===== src/rtl/dacser_pkg.sv =====
package dacser_pkg;

    localparam int unsigned WORD_W       = 16;
    localparam int unsigned SYS_PER_BIT  = 4;
    localparam int unsigned CORE_PER_SYS = 2;
    localparam int unsigned FRAME_BITS   = 2 * WORD_W;
    localparam int unsigned CORE_PER_BIT = SYS_PER_BIT * CORE_PER_SYS;
    localparam int unsigned BIT_LSB      = $clog2(CORE_PER_BIT);
    localparam int unsigned PH_W         = BIT_LSB + $clog2(FRAME_BITS);
    localparam int unsigned SYS_IDX      = $clog2(CORE_PER_SYS) - 1;
    localparam int unsigned BCLK_IDX     = BIT_LSB - 1;

    typedef logic [PH_W-1:0] phase_t;

    typedef struct packed {
        logic [WORD_W-1:0] left;
        logic [WORD_W-1:0] right;
    } pair_t;

    typedef struct packed {
        logic sysclk;
        logic bclk;
        logic ws;
    } clks_t;

    function automatic clks_t clocks_at(phase_t ph);
        clks_t c;
        c.sysclk = ph[SYS_IDX];
        c.bclk   = ph[BCLK_IDX];
        c.ws     = ~ph[PH_W-1];
        return c;
    endfunction

    function automatic logic slot_last(phase_t ph);
        return &ph[BIT_LSB-1:0];
    endfunction

    function automatic logic frame_last(phase_t ph);
        return &ph;
    endfunction

endpackage


===== src/rtl/dacser_timebase.sv =====
module dacser_timebase
    import dacser_pkg::*;
(
    input  logic   clk,
    input  logic   rst,
    output phase_t phase,
    output logic   run_q,
    output clks_t  clk_q
);

    always_ff @(posedge clk) begin
        if (rst) begin
            phase <= '0;
            run_q <= 1'b0;
            clk_q <= '0;
        end else begin
            phase <= phase + 1'b1;
            run_q <= 1'b1;
            clk_q <= clocks_at(phase);
        end
    end

    AST_SYSCLK_TOGGLE: assert property (@(posedge clk) disable iff (rst)
        run_q |=> (clk_q.sysclk != $past(clk_q.sysclk)));

    AST_WS_ON_BCLK_FALL: assert property (@(posedge clk) disable iff (rst)
        (($rose(clk_q.ws) || $fell(clk_q.ws)) && $past(run_q)) |-> $fell(clk_q.bclk));

endmodule


===== src/rtl/dacser_holdbuf.sv =====
module dacser_holdbuf
    import dacser_pkg::*;
(
    input  logic  clk,
    input  logic  rst,
    input  logic  in_valid,
    input  pair_t in_pair,
    output logic  in_ready,
    input  logic  take,
    output pair_t hold,
    output logic  full,
    output logic  underflow
);

    assign in_ready = ~full;

    always_ff @(posedge clk) begin
        if (rst) begin
            hold      <= '0;
            full      <= 1'b0;
            underflow <= 1'b0;
        end else begin
            underflow <= take & ~full;
            if (take && full) begin
                full <= 1'b0;
            end else if (in_valid && !full) begin
                hold <= in_pair;
                full <= 1'b1;
            end
        end
    end

    AST_UF_ONE_CYCLE: assert property (@(posedge clk) disable iff (rst)
        underflow |=> !underflow);

    AST_HOLD_KEPT: assert property (@(posedge clk) disable iff (rst)
        (full && !take) |=> (full && $stable(hold)));

endmodule


===== src/rtl/dacser_shifter.sv =====
module dacser_shifter
    import dacser_pkg::*;
(
    input  logic   clk,
    input  logic   rst,
    input  phase_t phase,
    input  logic   load,
    input  pair_t  load_pair,
    output logic   sdata
);

    localparam int unsigned SR_MSB = FRAME_BITS - 1;

    logic [SR_MSB:0] sr;

    always_ff @(posedge clk) begin
        if (rst) begin
            sr    <= '0;
            sdata <= 1'b0;
        end else begin
            sdata <= sr[SR_MSB];
            if (load) begin
                sr <= load_pair;
            end else if (slot_last(phase)) begin
                sr <= {sr[SR_MSB-1:0], sr[SR_MSB]};
            end
        end
    end

endmodule


===== src/rtl/dacser_top.sv =====
module dacser_top
    import dacser_pkg::*;
(
    input  logic              clk,
    input  logic              rst,
    input  logic              in_valid,
    output logic              in_ready,
    input  logic [WORD_W-1:0] in_left,
    input  logic [WORD_W-1:0] in_right,
    output logic              dac_sysclk,
    output logic              dac_bclk,
    output logic              dac_ws,
    output logic              dac_sdata,
    output logic              underflow
);

    phase_t phase;
    logic   run_q;
    clks_t  clk_q;
    pair_t  in_pair;
    pair_t  hold;
    logic   full;
    logic   boundary;

    assign in_pair.left  = in_left;
    assign in_pair.right = in_right;
    assign boundary      = frame_last(phase);

    dacser_timebase u_tb (
        .clk   (clk),
        .rst   (rst),
        .phase (phase),
        .run_q (run_q),
        .clk_q (clk_q)
    );

    dacser_holdbuf u_hb (
        .clk       (clk),
        .rst       (rst),
        .in_valid  (in_valid),
        .in_pair   (in_pair),
        .in_ready  (in_ready),
        .take      (boundary),
        .hold      (hold),
        .full      (full),
        .underflow (underflow)
    );

    dacser_shifter u_sh (
        .clk       (clk),
        .rst       (rst),
        .phase     (phase),
        .load      (boundary & full),
        .load_pair (hold),
        .sdata     (dac_sdata)
    );

    assign dac_sysclk = clk_q.sysclk;
    assign dac_bclk   = clk_q.bclk;
    assign dac_ws     = clk_q.ws;

    AST_SDATA_STABLE: assert property (@(posedge clk) disable iff (rst)
        dac_bclk |-> $stable(dac_sdata));

    AST_BCLK_RISE_SYS_LOW: assert property (@(posedge clk) disable iff (rst)
        $rose(dac_bclk) |-> !dac_sysclk);

    AST_BCLK_FALL_SYS_LOW: assert property (@(posedge clk) disable iff (rst)
        $fell(dac_bclk) |-> !dac_sysclk);

endmodule


===== config.mk =====
export PLATFORM = sky130hd
export DESIGN_NAME = dacser_top
export DESIGN_NICKNAME = d
export VERILOG_FILES = /design/src/rtl/dacser_pkg.sv /design/src/rtl/dacser_timebase.sv /design/src/rtl/dacser_holdbuf.sv /design/src/rtl/dacser_shifter.sv /design/src/rtl/dacser_top.sv
export SDC_FILE = /design/constraint.sdc
export NUM_CORES = 1
export LEC_CHECK = 0
export BUFFER_PORTS_ARGS = -buffer_cell sky130_fd_sc_hd__buf_4
export CORE_MARGIN = 5
export CORE_UTILIZATION = 51
export CTS_BUF_LIST = sky130_fd_sc_hd__clkbuf_4 sky130_fd_sc_hd__clkbuf_8 sky130_fd_sc_hd__clkbuf_16
export DETAILED_ROUTE_END_ITERATION = 16
export GPL_ROUTABILITY_DRIVEN = 0
export PLACE_DENSITY = 0.86
export SYNTH_ARGS = -nofsm -noshare
export SYNTH_HDL_FRONTEND = slang
export SYNTH_SLANG_ARGS = --single-unit
export TNS_END_PERCENT = 20

===== constraint.sdc =====
create_clock -name clk -period 1.46 [get_ports clk]
set_input_delay 0.219 -clock clk [delete_from_list [all_inputs] [get_ports clk]]
set_output_delay 0.219 -clock clk [all_outputs]
set_load 0.03 [all_outputs]

# Yosys cells after proc, flatten, opt, wreduce, memory -nomap -nowiden
# Index checks and enable logic that the tools add are counted.
dict set report word_totals {
  input_bits 35
  word_cells 26
  ff_bits 78
  out_inout_bits 6
}
dict set report classes {
  bitwise_logic 5
  add_sub_neg 1
  n_reduce_logical 8
  n_mux 2
}
# cell count
set ops {}
lappend ops {{2-to-1 mux 32 bit} 2}
lappend ops {{adder 8 x 1 -> 8 bit (second input constant)} 1}
lappend ops {{AND reduction 8 bit} 1}
lappend ops {{NOT 1 bit} 3}
lappend ops {{AND reduction 3 bit} 1}
lappend ops {{bitwise AND 1 bit} 2}
lappend ops {{logical AND 1 bit} 2}
lappend ops {{AND reduction 2 bit} 1}
lappend ops {{nonzero test 2 bit} 1}
lappend ops {{OR reduction 2 bit} 1}
lappend ops {{logical NOT 1 bit} 1}

# Longest topological paths before layout
dict set report logic_depth {
  word_depth 4
  mapped_depth 6
  mapped_depth_nobuf 4
}

# Modules after synthesis
# From an unflattened synthesis, not the netlist that was laid out.
dict set report hier_totals {
  cells_unflattened 379
  hier_area_um2 3794.9
}
# mod area_per_inst_um2 cells_per_inst seq_area_each_um2 instances
set by_module_without_submodules {}
lappend by_module_without_submodules {dacser_shifter 1803.0 182 660.6 1}
lappend by_module_without_submodules {dacser_holdbuf 1549.0 151 680.7 1}
lappend by_module_without_submodules {dacser_timebase 412.9 41 240.2 1}
lappend by_module_without_submodules {dacser_top 30.0 5 0.0 1}

# Worst setup path before layout
# No wires, ideal clock.
dict set report synth_path {
  path_type {reg-to-reg}
  start {register u_tb.phase[0]}
  end {register u_sh.sr[0]}
  t_required_ns 1.314
  synth_period_minus_slack_ns 1.608
  setup_ns 0.146
  arrival_time_ns 1.462
  slack_ns -0.148
  path_stages_with_launch 7
  n_path_buf 2
  cell_sequence {dfxtp_1 -> ha_1 -> ha_1 -> clkbuf_1 -> buf_2 -> mux2i_1 -> a211oi_2}
}
dict set report synth_between {
  elab_chain_len 3
  word_cells_on_any_way 5
  cone_classes {mux (1); bitwise (1); reduce/logical (3)}
}
# element line
set synth_rtl {}
lappend synth_rtl {{start: declaration} dacser_timebase.sv:6} ;# output phase_t phase,
lappend synth_rtl {{start signal: assignment} dacser_timebase.sv:17} ;# phase <= phase + 1'b1;
lappend synth_rtl {{AND reduction 8 bit} dacser_pkg.sv:39} ;# return &ph;
lappend synth_rtl {{bitwise AND 1 bit} dacser_top.sv:53} ;# .load (boundary & full),
lappend synth_rtl {{2-to-1 mux 32 bit / nonzero test 2 bit (equally long branches)} --}
lappend synth_rtl {{end signal: assignment} dacser_shifter.sv:23} ;# sr <= load_pair;
lappend synth_rtl {{end signal: assignment} dacser_shifter.sv:25} ;# sr <= {sr[SR_MSB-1:0], sr[SR_MSB]};
lappend synth_rtl {{end: declaration} dacser_shifter.sv:14} ;# logic [SR_MSB:0] sr;
# Several ways; a longest one is shown, not always the timed one.
# A chain may end at the register's enable or synchronous reset.

# Worst setup path in the final report
dict set report layout_path {
  start {register u_tb.phase[0]}
  end {register u_sh.sr[13]}
}
# Same word-level chain as after synthesis.

==> metrics.md <==
| Metric | Value |
|---|---|
| CP bufs+invs | `1` |
| Critical Path, Cell by Cell | `ha_4, nand4_1, or2_4, clkbuf_16, a211oi_2` |
| Layout area overhead | `21.6%` |
| DRC | `0` |
| Post-synth ARST share | `0%` |
| Top cells by count, synth | `dfxtp_1 (78), nand2_1 (65), a21oi_1 (36)` |
| Number of synthesized flops with an enable pin | `0` |
| CP Capture Point | `u_sh.sr[13]` |
| Gr usage total | `about 18%` |
| CTS tree | `yes` |
| Nets | `~400` |
| Post-Syn Instances | `about 340` |
| WP data arrival | `approximately 1.7 ns` |
| Achievable frequency | `just under 700 MHz` |
| FF-to-FF setup slack | `0.002 ns` |
| Worst vdd ir | `approximately 0.8 mV` |
| Io pins | `between 40 and 50` |
| Fin. max-slew vios | `0` |
| Top cell type's share of synthesized area | `roughly 50%` |
| Root Driver | `clkbuf_8` |
| Hold slack | `0.113 ns` |
| Core area | `about 6000 sq um` |
| Peak fanout along the critical path | `8` |
| Crit path largest cell delay | `between 0.3 and 0.4 ns` |
| Final Critical Period | `1.46 ns` |
| First-pass GRT wire length | `around 11,000 um` |
| Gr ovfl total | `0` |
| Layout fillers | `495` |
| CTS sink count | `78` |
| Antenna Nets Post-Route | `0` |
| Initial Util | `between 50 and 60%` |
| Max clock buf depth | `2` |
| Critical path type | `reg2reg` |
| Rows | `28` |
| Worst-Margin Slew | `0.520 ns` |
| Sequential element share of the synthesized area | `between 40 and 50%` |
| CP top delay family | `simple AND/OR/NAND/NOR gates` |
| Post-Syn Area | `about 3200 sq um` |
| Most numerous cell in the Yosys netlist | `dfxtp_1` |
| FF-to-FF path depth | `5` |
| Vias in the first global route | `between 2,000 and 2,500` |
| Die Y | `between 80 and 90 um` |
| Avg Cell Area, Syn | `9.49 sq um` |
| Hpwl dp | `a little over 4000 um` |
| Worst r2r src | `u_tb.phase[0]` |
| Syn Nets | `375` |
| Skew final | `~0.0054 ns` |
| Yosys reg bits | `between 70 and 80` |
| PwrDens | `around 1000 nW/um^2` |
| Cell taking the most area after synthesis | `dfxtp_1` |
| Fin area | `approximately 4000 sq um` |
| Critical path's slowest cell | `dfxtp_2` |
| Placed cell area | `around 3600 sq um` |
| Drt pass-1 iters | `4` |
| Crit path launch type | `register` |
| WL final | `6830 um` |
| Setup violations, final | `0` |
| Clock latency on the worst-skew pair | `between 0.3 and 0.4 ns` |
| Via count | `between 2,000 and 2,500` |
| RR Endpoint | `u_sh.sr[13]` |
| Final period utilization | `between 90 and 100%` |
| Die span in x | `between 80 and 90 um` |
| Status | `completed` |
| LEAKAGE | `1.34 nW` |
| Clk slew on worst S/H paths | `approximately 0.080 ns` |
| Yosys warnings | `0` |
| WL per Instance | `15.0 um` |
| Cell variety after synth | `25` |
| Worst setup path start | `u_tb.phase[0]` |
| RSZ-0062 raised after global routing | `true` |
| CP Depth | `5` |
| ANT cells | `0` |
| Normalized max-slew margin | `between 60% and 70%` |
| H-tree levels | `3` |
| Hold Path Class | `in2reg` |
| Area of the multi-input gates | `around 1500 sq um` |
| Total power | `0.00409 W` |
| Worst endpoint required time | `1.72 ns` |
| Dominant cells by area after synthesis | `dfxtp_1 (49%), a211oi_2 (12%), mux2i_1 (10%)` |
| Die area | `around 8000 sq um` |
| Initial antenna violation count | `0` |
| Register area | `1570 sq um` |
| Hold Buf Count CTS | `0` |
| Pin count of the biggest net entering global routing | `39` |
| Vias per cell | `around 5.5` |
| PortBufs | `40` |
| Share of cells above drive strength 1 | `around 30%` |
| Initial DRC Count | `94` |
| Crit. End Element | `register` |
| Top_reg_cell synth | `dfxtp_1` |
| Final hold viol count | `0` |
| CTS buffer count | `9` |
| Max_cap viols | `0` |
layout by cell type, fill, tap and decap left out, drive strengths merged, types with 3 or more instances in the layout:
cell type / instances
a21oi: 36
clkbuf: 12
nor2b: 6
clkinv: 4
nand3: 3
o21ai: 4
dfxtp: 78
buf: 55
nor2: 4
or3: 3
mux2i: 32
a211oi: 32
nor3: 32
nand4: 3
nand2: 65
worst min-delay path by stage:
| stage | from | to | slack [ns] | depth (start not counted) |
|---|---|---|---|---|
| detailed placement | u_hb.hold[6] | u_hb.hold[6] | 0.45 | 2 |
| global route | in_right[8] | u_hb.hold[8] | 0.09 | 3 |
| global placement | u_hb.hold[6] | u_hb.hold[6] | 0.44 | 2 |
| CTS | in_right[8] | u_hb.hold[8] | 0.1 | 3 |
| finish | in_left[2] | u_hb.hold[18] | 0.11 | 3 |
| floorplan | in_right[0] | u_hb.hold[0] | 0.35 | 2 |
logic make-up (layout without fill, tap and decap cells):
| group | Yosys count | after routing | synth area share [%] |
|---|---|---|---|
| and+or+nand+nor | 119 | 119 | 16.7 |
| DFF | 78 | 78 | 48.7 |
| AOI/OAI and AO/OA | 72 | 72 | 18.4 |
| buffers and inverters | 33 | 74 | 4.95 |
| muxes | 32 | 32 | 9.98 |
| adders and majority gates | 2 | 2 | 0.780 |
| xor gates and xnor gates | 2 | 2 | 0.546 |
final cells by class:
type,instances,share of cell area (%)
clock inverters,5,1.28
inverters,2,0.192
well taps,75,2.40
clock buffers,11,3.56
flip-flops and latches,78,40.2
multi-input cells,227,39.5
repair buffers,56,12.9
power by group:
| group | internal, W | leakage [nW] | total (W) | switching (W) |
|---|---|---|---|---|
| clock network | 0.000816 | 0.104 | 0.00155 | 0.000730 |
| logic | 0.000146 | 0.599 | 0.000309 | 0.000163 |
| registers | 0.00219 | 0.636 | 0.00224 | 0.0000439 |
| total | 0.00316 | 1.34 | 0.00409 | 0.000937 |
layer usage:
| layer | global-route usage (%) | share of wire, % |
|---|---|---|
| met5 | 0 | 0 |
| met4 | 5.68 | 1.4 |
| met3 | 6.08 | 5.3 |
| met2 | 30.2 | 51 |
| met1 | 21.3 | 42 |
stage by stage:
step	setup TNS (ns)	setup slack, ns	std cells	utilization (%)
2_1_floorplan	0	0.00313	338	-
6_report	0	0.00226	454	64.8
3_3_place_gp	0	0.0709	436	60.1
3_5_place_dp	-0.0300	-0.0197	436	60.1
4_1_cts	0	0.00789	452	63.6
5_1_grt	-1.86	-0.115	454	64.8
repair_timing:
item | in CTS | in global routing
setup endpoints to repair | 27 | 32
cloned | 0 | 2
pin swaps | 0 | 1
setup buffers | 0 | 0
resized for setup | 3 | 9
worst register-to-register path: stages, from the launching register on:
cell	delay [ns]
dfxtp_2	0.36
ha_4	0.17
nand4_1	0.14
or2_4	0.33
clkbuf_16	0.18
a211oi_2	0.19
sequential cells by signal (all words and copies together), names as in the netlist:
| register | count |
|---|---|
| u_sh.sdata | 1 |
| u_hb.hold | 32 |
| u_sh.sr | 32 |
| u_hb.full | 1 |
| u_tb.phase | 8 |
| u_tb.clk_q | 3 |
| u_hb.underflow | 1 |
No activity file was read; power rests on OpenSTA's default activity.
